$ cat config.mk
export PLATFORM = sky130hd
export DESIGN_NAME = col_event_encoder
export DESIGN_NICKNAME = d
export VERILOG_FILES = /design/src/rtl/col_enc_pkg.sv /design/src/rtl/pixel_change_detect.sv /design/src/rtl/lowest_bit_pick.sv /design/src/rtl/col_event_encoder.sv
export SDC_FILE = /design/constraint.sdc
export NUM_CORES = 1
export LEC_CHECK = 0
export CAP_MARGIN = 20
export CELL_PAD_IN_SITES_DETAIL_PLACEMENT = 2
export CELL_PAD_IN_SITES_GLOBAL_PLACEMENT = 2
export CORE_UTILIZATION = 40
export CTS_CLUSTER_DIAMETER = 30
export DETAILED_ROUTE_END_ITERATION = 12
export PLACE_DENSITY_LB_ADDON = 0.1
export SLEW_MARGIN = 25
export SYNTH_ARGS = -nofsm -noshare
export SYNTH_HDL_FRONTEND = slang
export SYNTH_SLANG_ARGS = --single-unit
$ cat constraint.sdc
create_clock -name clk -period 6.15 [get_ports clk]
set_input_delay 1.23 -clock clk [delete_from_list [all_inputs] [get_ports clk]]
set_output_delay 1.23 -clock clk [all_outputs]
set_load 0.05 [all_outputs]
$ cat src/rtl/col_enc_pkg.sv
package col_enc_pkg;
    typedef enum logic {
        ENC_IDLE = 1'b0,
        ENC_RUN  = 1'b1
    } enc_state_e;
endpackage

$ cat src/rtl/pixel_change_detect.sv
module pixel_change_detect #(
    parameter int N_PIX = 120
) (
    input  logic             clk,
    input  logic             rst_n,
    input  logic [N_PIX-1:0] cmp_i,
    input  logic             upd_i,
    output logic [N_PIX-1:0] evt_o
);
    logic [N_PIX-1:0] prev_q;

    for (genvar g = 0; g < N_PIX; g++) begin : g_cell
        logic prev_d;
        always_comb prev_d = upd_i ? cmp_i[g] : prev_q[g];
        always_ff @(posedge clk or negedge rst_n) begin
            if (!rst_n) prev_q[g] <= 1'b0;
            else        prev_q[g] <= prev_d;
        end
        assign evt_o[g] = cmp_i[g] ^ prev_q[g];
    end

    // stored bits never move without an update strobe
    p_prev_frozen_r2: assert property (@(posedge clk) disable iff (!rst_n)
        !upd_i |=> $stable(prev_q));
endmodule

$ cat src/rtl/lowest_bit_pick.sv
module lowest_bit_pick #(
    parameter int N_PIX  = 120,
    parameter int ADDR_W = $clog2(N_PIX)
) (
    input  logic [N_PIX-1:0]  req_i,
    output logic [N_PIX-1:0]  sel_o,
    output logic [ADDR_W-1:0] idx_o,
    output logic              any_o
);
    always_comb begin
        logic found;
        found = 1'b0;
        sel_o = '0;
        idx_o = '0;
        for (int i = 0; i < N_PIX; i++) begin
            if (req_i[i] && !found) begin
                found    = 1'b1;
                sel_o[i] = 1'b1;
                idx_o    = ADDR_W'(i);
            end
        end
        any_o = found;
    end

    // at most one row granted at a time
    always_comb p_one_grant_r4: assert ($onehot0(sel_o));
endmodule

$ cat src/rtl/col_event_encoder.sv
module col_event_encoder
    import col_enc_pkg::*;
#(
    parameter int N_PIX  = 120,
    parameter int ADDR_W = $clog2(N_PIX)
) (
    input  logic              clk,
    input  logic              rst_n,
    input  logic [N_PIX-1:0]  cmp_i,
    input  logic              cap_en_i,
    output logic [ADDR_W-1:0] addr_o,
    output logic              valid_o,
    output logic              hold_o
);
    typedef struct packed {
        enc_state_e        state;
        logic [N_PIX-1:0]  pend;
        logic [ADDR_W-1:0] addr;
        logic              valid;
    } enc_regs_t;

    localparam enc_regs_t REGS_RST = '{state: ENC_IDLE, pend: '0, addr: '0, valid: 1'b0};

    enc_regs_t r_q, r_d;
    logic [N_PIX-1:0]  evt;
    logic [N_PIX-1:0]  pick_sel;
    logic [ADDR_W-1:0] pick_idx;
    logic              pick_any;
    logic              take_cap;

    assign take_cap = cap_en_i && (r_q.state == ENC_IDLE);

    pixel_change_detect #(.N_PIX(N_PIX)) u_detect (
        .clk   (clk),
        .rst_n (rst_n),
        .cmp_i (cmp_i),
        .upd_i (take_cap),
        .evt_o (evt)
    );

    lowest_bit_pick #(.N_PIX(N_PIX), .ADDR_W(ADDR_W)) u_pick (
        .req_i (r_q.pend),
        .sel_o (pick_sel),
        .idx_o (pick_idx),
        .any_o (pick_any)
    );

    always_comb begin
        r_d       = r_q;
        r_d.valid = 1'b0;
        r_d.addr  = '0;
        unique case (r_q.state)
            ENC_RUN: begin
                r_d.valid = pick_any;
                r_d.addr  = pick_idx;
                r_d.pend  = r_q.pend & ~pick_sel;
                if ((r_q.pend & ~pick_sel) == '0) r_d.state = ENC_IDLE;
            end
            default: begin
                if (take_cap && (evt != '0)) begin
                    r_d.pend  = evt;
                    r_d.state = ENC_RUN;
                end
            end
        endcase
    end

    always_ff @(posedge clk or negedge rst_n) begin
        if (!rst_n) r_q <= REGS_RST;
        else        r_q <= r_d;
    end

    assign addr_o  = r_q.addr;
    assign valid_o = r_q.valid;
    assign hold_o  = (r_q.state == ENC_RUN) || r_q.valid;

    // emitted index stays inside the column
    p_addr_in_range_r5: assert property (@(posedge clk) disable iff (!rst_n)
        valid_o |-> (int'(addr_o) < N_PIX));
    // quiet address when nothing is shown
    p_idle_addr_zero_r6: assert property (@(posedge clk) disable iff (!rst_n)
        !valid_o |-> (addr_o == '0));
    // consecutive addresses strictly ascend
    p_ascending_r4: assert property (@(posedge clk) disable iff (!rst_n)
        (valid_o && $past(valid_o)) |-> (addr_o > $past(addr_o)));
    // a non-empty pending set always yields an address next clock
    p_drain_each_clock_r7: assert property (@(posedge clk) disable iff (!rst_n)
        (r_q.pend != '0) |=> valid_o);
    // no new batch is loaded while one is pending
    p_no_reload_busy_r8: assert property (@(posedge clk) disable iff (!rst_n)
        (r_q.state == ENC_RUN) |=> ((r_q.pend & ~$past(r_q.pend)) == '0));
endmodule

After elaboration in Yosys (flattened, before gate mapping)
Index checks and enable logic that the tools add are counted.
- multiplexer cells: 362
- bitwise logic cells: 123
- reduce and logical (&&, ||, !) cells: 244
- operators with widths (cell ; count):
    $mux 7 ; 56
    $mux 121 ; 2
    $mux 1 ; 241
    $mux 6 ; 32
    $logic_and 1x1->1 ; 121
    $and 120x120->120 ; 1
    $logic_not 120->1 ; 1
    $not 120->120 ; 1
    $reduce_bool 120->1 ; 1
    $xor 1x1->1 ; 120
    $logic_not 1->1 ; 119
    $mux 5 ; 16
    $mux 4 ; 8
    $mux 3 ; 4
    $mux 8 ; 1
    $mux 2 ; 2
    $reduce_bool 2->1 ; 1
    $logic_or 1x1->1 ; 1
    $not 1->1 ; 1
- word-level logic and storage cells: 853
- register bits after elaboration: 249
- input bits: 123
- output and inout port bits: 9

Longest topological paths before layout
- depth after elaboration: 363
- gate-level depth with buffers: 12
- depth with buffers taken out: 9

Cells and area by module
Synthesis repeated with hierarchy kept, for this count alone.
- cell total of the unflattened synthesis: 1809
- area total of the unflattened synthesis: 15481.1 um2
- modules (own cells, without submodules) (module ; times used ; sequential area each (um2) ; cells an instance ; area an instance (um2)):
    col_event_encoder ; 1 ; 3228.1 ; 901 ; 6784.0
    pixel_change_detect ; 1 ; 3002.9 ; 373 ; 5539.1
    lowest_bit_pick ; 1 ; 0.0 ; 535 ; 3158.0

Worst setup path before layout
No wires, ideal clock.
- path kind: register to register
- start point: register r_q[8] (netlist name)
- end point: register r_q[128] (netlist name)
- required time: 6.013 ns
- data arrival time: 3.429 ns
- stages on the path, launching flop included: 11
- setup slack: 2.584 ns
- buffers on the path: 1
- cell sequence: dfrtp_1 > buf_6 > or4_4 > nor4_4 > nand3_2 > or3_4 > a2111o_1 > or4_1 > or4_1 > nor3_1 > a31oi_1
- RTL lines (element ; RTL line ; RTL):
    from (decl) ; col_event_encoder.sv:24 ; enc_regs_t r_q, r_d;
    from (signal assigned) ; col_event_encoder.sv:70 ; else r_q <= r_d;

==> reports/metrics.yaml <==
sta:
  fin_crit_sh: 0.772
  grt_setup_unrepaired: "no"
  final.min_clock_period_ps: 4750
  fmax_mhz: 211
  slew_headroom: 0.280
  slew_viol_final: 0
  setup_ws_ps: 1400
  setup_viol: 0
  tns_ps: 0
  worstMarginPinSlew_ps: 1050
  clock-skew-final_ps: 31.3
  final-hold-violation-count: 0
worst_setup_path:
  worstSetupPathType: "reg -> reg"
  crit_path_max_fanout: 13
  r2r_start: "r_q[8]$_DFFE_PN0P_"
  crit_arrival_ps: 5190
  timing.rr.end: "r_q[128]$_DFF_PN0_"
  worst_setup_path_start_kind: "flop"
  endpoint_kind: "flop"
  worst_r2r_path_depth: 9
  ff2ff_setup_slack_ps: 1400
  crit_required_ps: 6590
min_path:
  hold_end: "u_detect.prev_q[81]$_DFFE_PN0P_"
  hold_class: "reg -> reg"
  hold_depth: 1
  worstHoldStart: "u_detect.prev_q[81]$_DFFE_PN0P_"
cts:
  cts-resized-gates: 0
  clkSlewWorstSetupHoldPaths_ps: 50
  root_buffer: "clkbuf_16"
  post_cts_buffers: 0
  cts_tree: "yes"
  cts.path.max_buffers: 3
  holdBufCountCts: 0
  h-tree-depth: 3
  clock_latency_ps: 590
  cts.sinks: 249
  cts_made_buffers: 69
placed_design:
  place_ws_ps: 1310
  port_buffers: 131
  dpl_cell_area_mm2: 0.0157
  gp_congestion: 1.00
  dp_hpwl_um: 44300
die:
  start_util: 0.405
  design.die.area_mm2: 0.0356
  die_h_um: 189
  coreArea_mm2: 0.0345
  rows: 68
  fp.dieW_um: 189
  io_pins: 132
synthesis:
  yosysTopAreaCell: "dfrtp_1"
  synth_top_area_share: 0.446
  ys_ff_latch: 249
  synth_cell_types: 65
  syn_inst: 1476
  synth-async-reset-ratio: 1.00
  synthesis.area_mm2: 0.0140
  syn_area_per_cell_um2: 9.46
  syn-num-nets: 1599
  ys_warn_count: 0
  synth_edf_count: 0
  synth_ff_type: "dfrtp_1"
  synth_area_leaders: "dfrtp_1 (45%), mux2_2 (9.7%), xnor2_1 (7.5%), o21ai_0 (5.4%), nor2_1 (4.0%)"
  seq_area_frac_synth: 0.446
layout:
  drive_above_1_share: 0.167
  multi_input_area_mm2: 0.00722
  finalInstanceArea_mm2: 0.0182
  syn_to_final_growth_pct: 30.2
  nFillCells: 3501
  fin_nets: 1746
  register_area_mm2: 0.00623
routing:
  vias: 14115
  vias_per_cell: 6.62
  wire_per_inst_um: 33.0
  ant_nets: 0
  drc: 0
  totalWireLength_um: 70300
  dr.pass1.iters: 5
  drt_iter0_markers: 1252
global_route:
  antenna_found_initial: 7
  grt_overflow: 0
  grt_max_degree: 123
  grt_pass1_vias: 15618
  grt_pass1_wl_um: 105000
  grtUsageTotal: 0.399
run_status:
  outcome: "completed"
power_and_ir_drop:
  peakVddDrop_v: 0.000304
  powerDensity_mw_per_mm2: 702
  p_leak_nw: 7.13
job:
  drv_cap: 0
## layer usage
metal	up-vias	share of wire	track usage
met5	-	0	0
met4	0	0.044	0.186
met3	199	0.077	0.0890
met2	756	0.47	0.650
met1	7366	0.41	0.503
li1	5794	-	-
## worst max-delay path, stage by stage (launching register included)
cell	delay, ps
dfrtp_1	570
or4_4	680
nor4_4	420
nand3_2	380
nor3_1	730
o2111ai_1	180
or4_1	600
or4_1	630
nor3_1	260
a31oi_1	120
## flip-flops by register name, summed over array words and instances, names as in the netlist
name,flops
valid_o,1
u_detect.prev_q,120
addr_o,7
r_q,121
## area by class of cell
cell class,count,area share
clock inverter,31,0.0258
tap,455,0.0313
antenna,2,0.000275
inverter,65,0.0134
timing repair buffer,151,0.0821
sequential,249,0.343
multi-input combinational,1087,0.397
clock buffer,92,0.107
## synth_stat cells, types with 9 or more instances
master       n
or3_1       14
xnor2_1    120
nor3_1      42
dfrtp_1    249
o22ai_1     68
nand4_1     55
inv_1       65
nor2_1     148
a21oi_1    108
clkbuf_1    61
mux2_2     120
nand3_1     31
a2111oi_0   16
nor4_1      39
nand2_1     33
maj3_1      10
a31oi_1     15
o21ai_0    152
or2_2        9
## report_power, final
group | leakage (nW) | internal [mW] | switching, mW
clock | 1.17 | 2.60 | 1.20
combinational | 2.81 | 1.89 | 3.74
sequential | 3.14 | 2.36 | 0.954
total | 7.13 | 6.85 | 5.89
## cells by family (layout without fill, tap and decap cells)
family / count (synthesis) / count (layout) / synth area share
other: 0 / 2 / 0
adder cells (fa/ha/maj): 10 / 10 / 0.00717
AND/OR/NAND/NOR: 413 / 413 / 0.153
AO/OA/AOI/OAI: 424 / 424 / 0.181
flip-flops: 249 / 249 / 0.446
multiplexers: 120 / 120 / 0.0968
XOR/XNOR: 120 / 120 / 0.0753
buffers and inverters: 140 / 339 / 0.0403
## per-stage QoR
| step | cells | utilization | hold WS [ps] | total power, mW |
|---|---|---|---|---|
| floorplan | 1476 | - | 502 | 6.17 |
| finish | 2132 | 0.527 | 527 | 12.7 |
| detailed placement | 2007 | 0.457 | 518 | 8.33 |
| CTS | 2130 | 0.527 | 529 | 12.5 |
| global placement | 2007 | 0.457 | 510 | 8.10 |
| global route | 2130 | 0.527 | 534 | 13.1 |
## cell usage in the layout, fill, tap and decap left out, types with 11 or more instances in the layout
cell type	count
buf_4	18
nand3_1	31
clkdlybuf4s50_1	130
a21oi_1	108
dfrtp_1	248
nand2_1	33
nor2_1	148
xnor2_1	120
nor4_1	38
clkbuf_16	70
mux2_2	120
nand4_1	55
clkbuf_1	11
o21ai_0	151
nor3_1	40
o22ai_1	68
a31oi_1	15
or3_1	14
inv_1	64
a2111oi_0	14
clkbuf_8	11
## worst max path at each step
stage                             startpoint                   to  slack, ps
after floorplan           r_q[8]$_DFFE_PN0P_   r_q[128]$_DFF_PN0_       2580
after global placement             cmp_i[24]  r_q[47]$_DFFE_PN0P_       1350
after detailed placement           cmp_i[59]   r_q[128]$_DFF_PN0_       1310
after CTS                 r_q[8]$_DFFE_PN0P_   r_q[128]$_DFF_PN0_       1540
after global routing      r_q[8]$_DFFE_PN0P_  addr_o[2]$_DFF_PN0_       1350
final                     r_q[8]$_DFFE_PN0P_   r_q[128]$_DFF_PN0_       1400
Power figures use the tool's default switching activity.
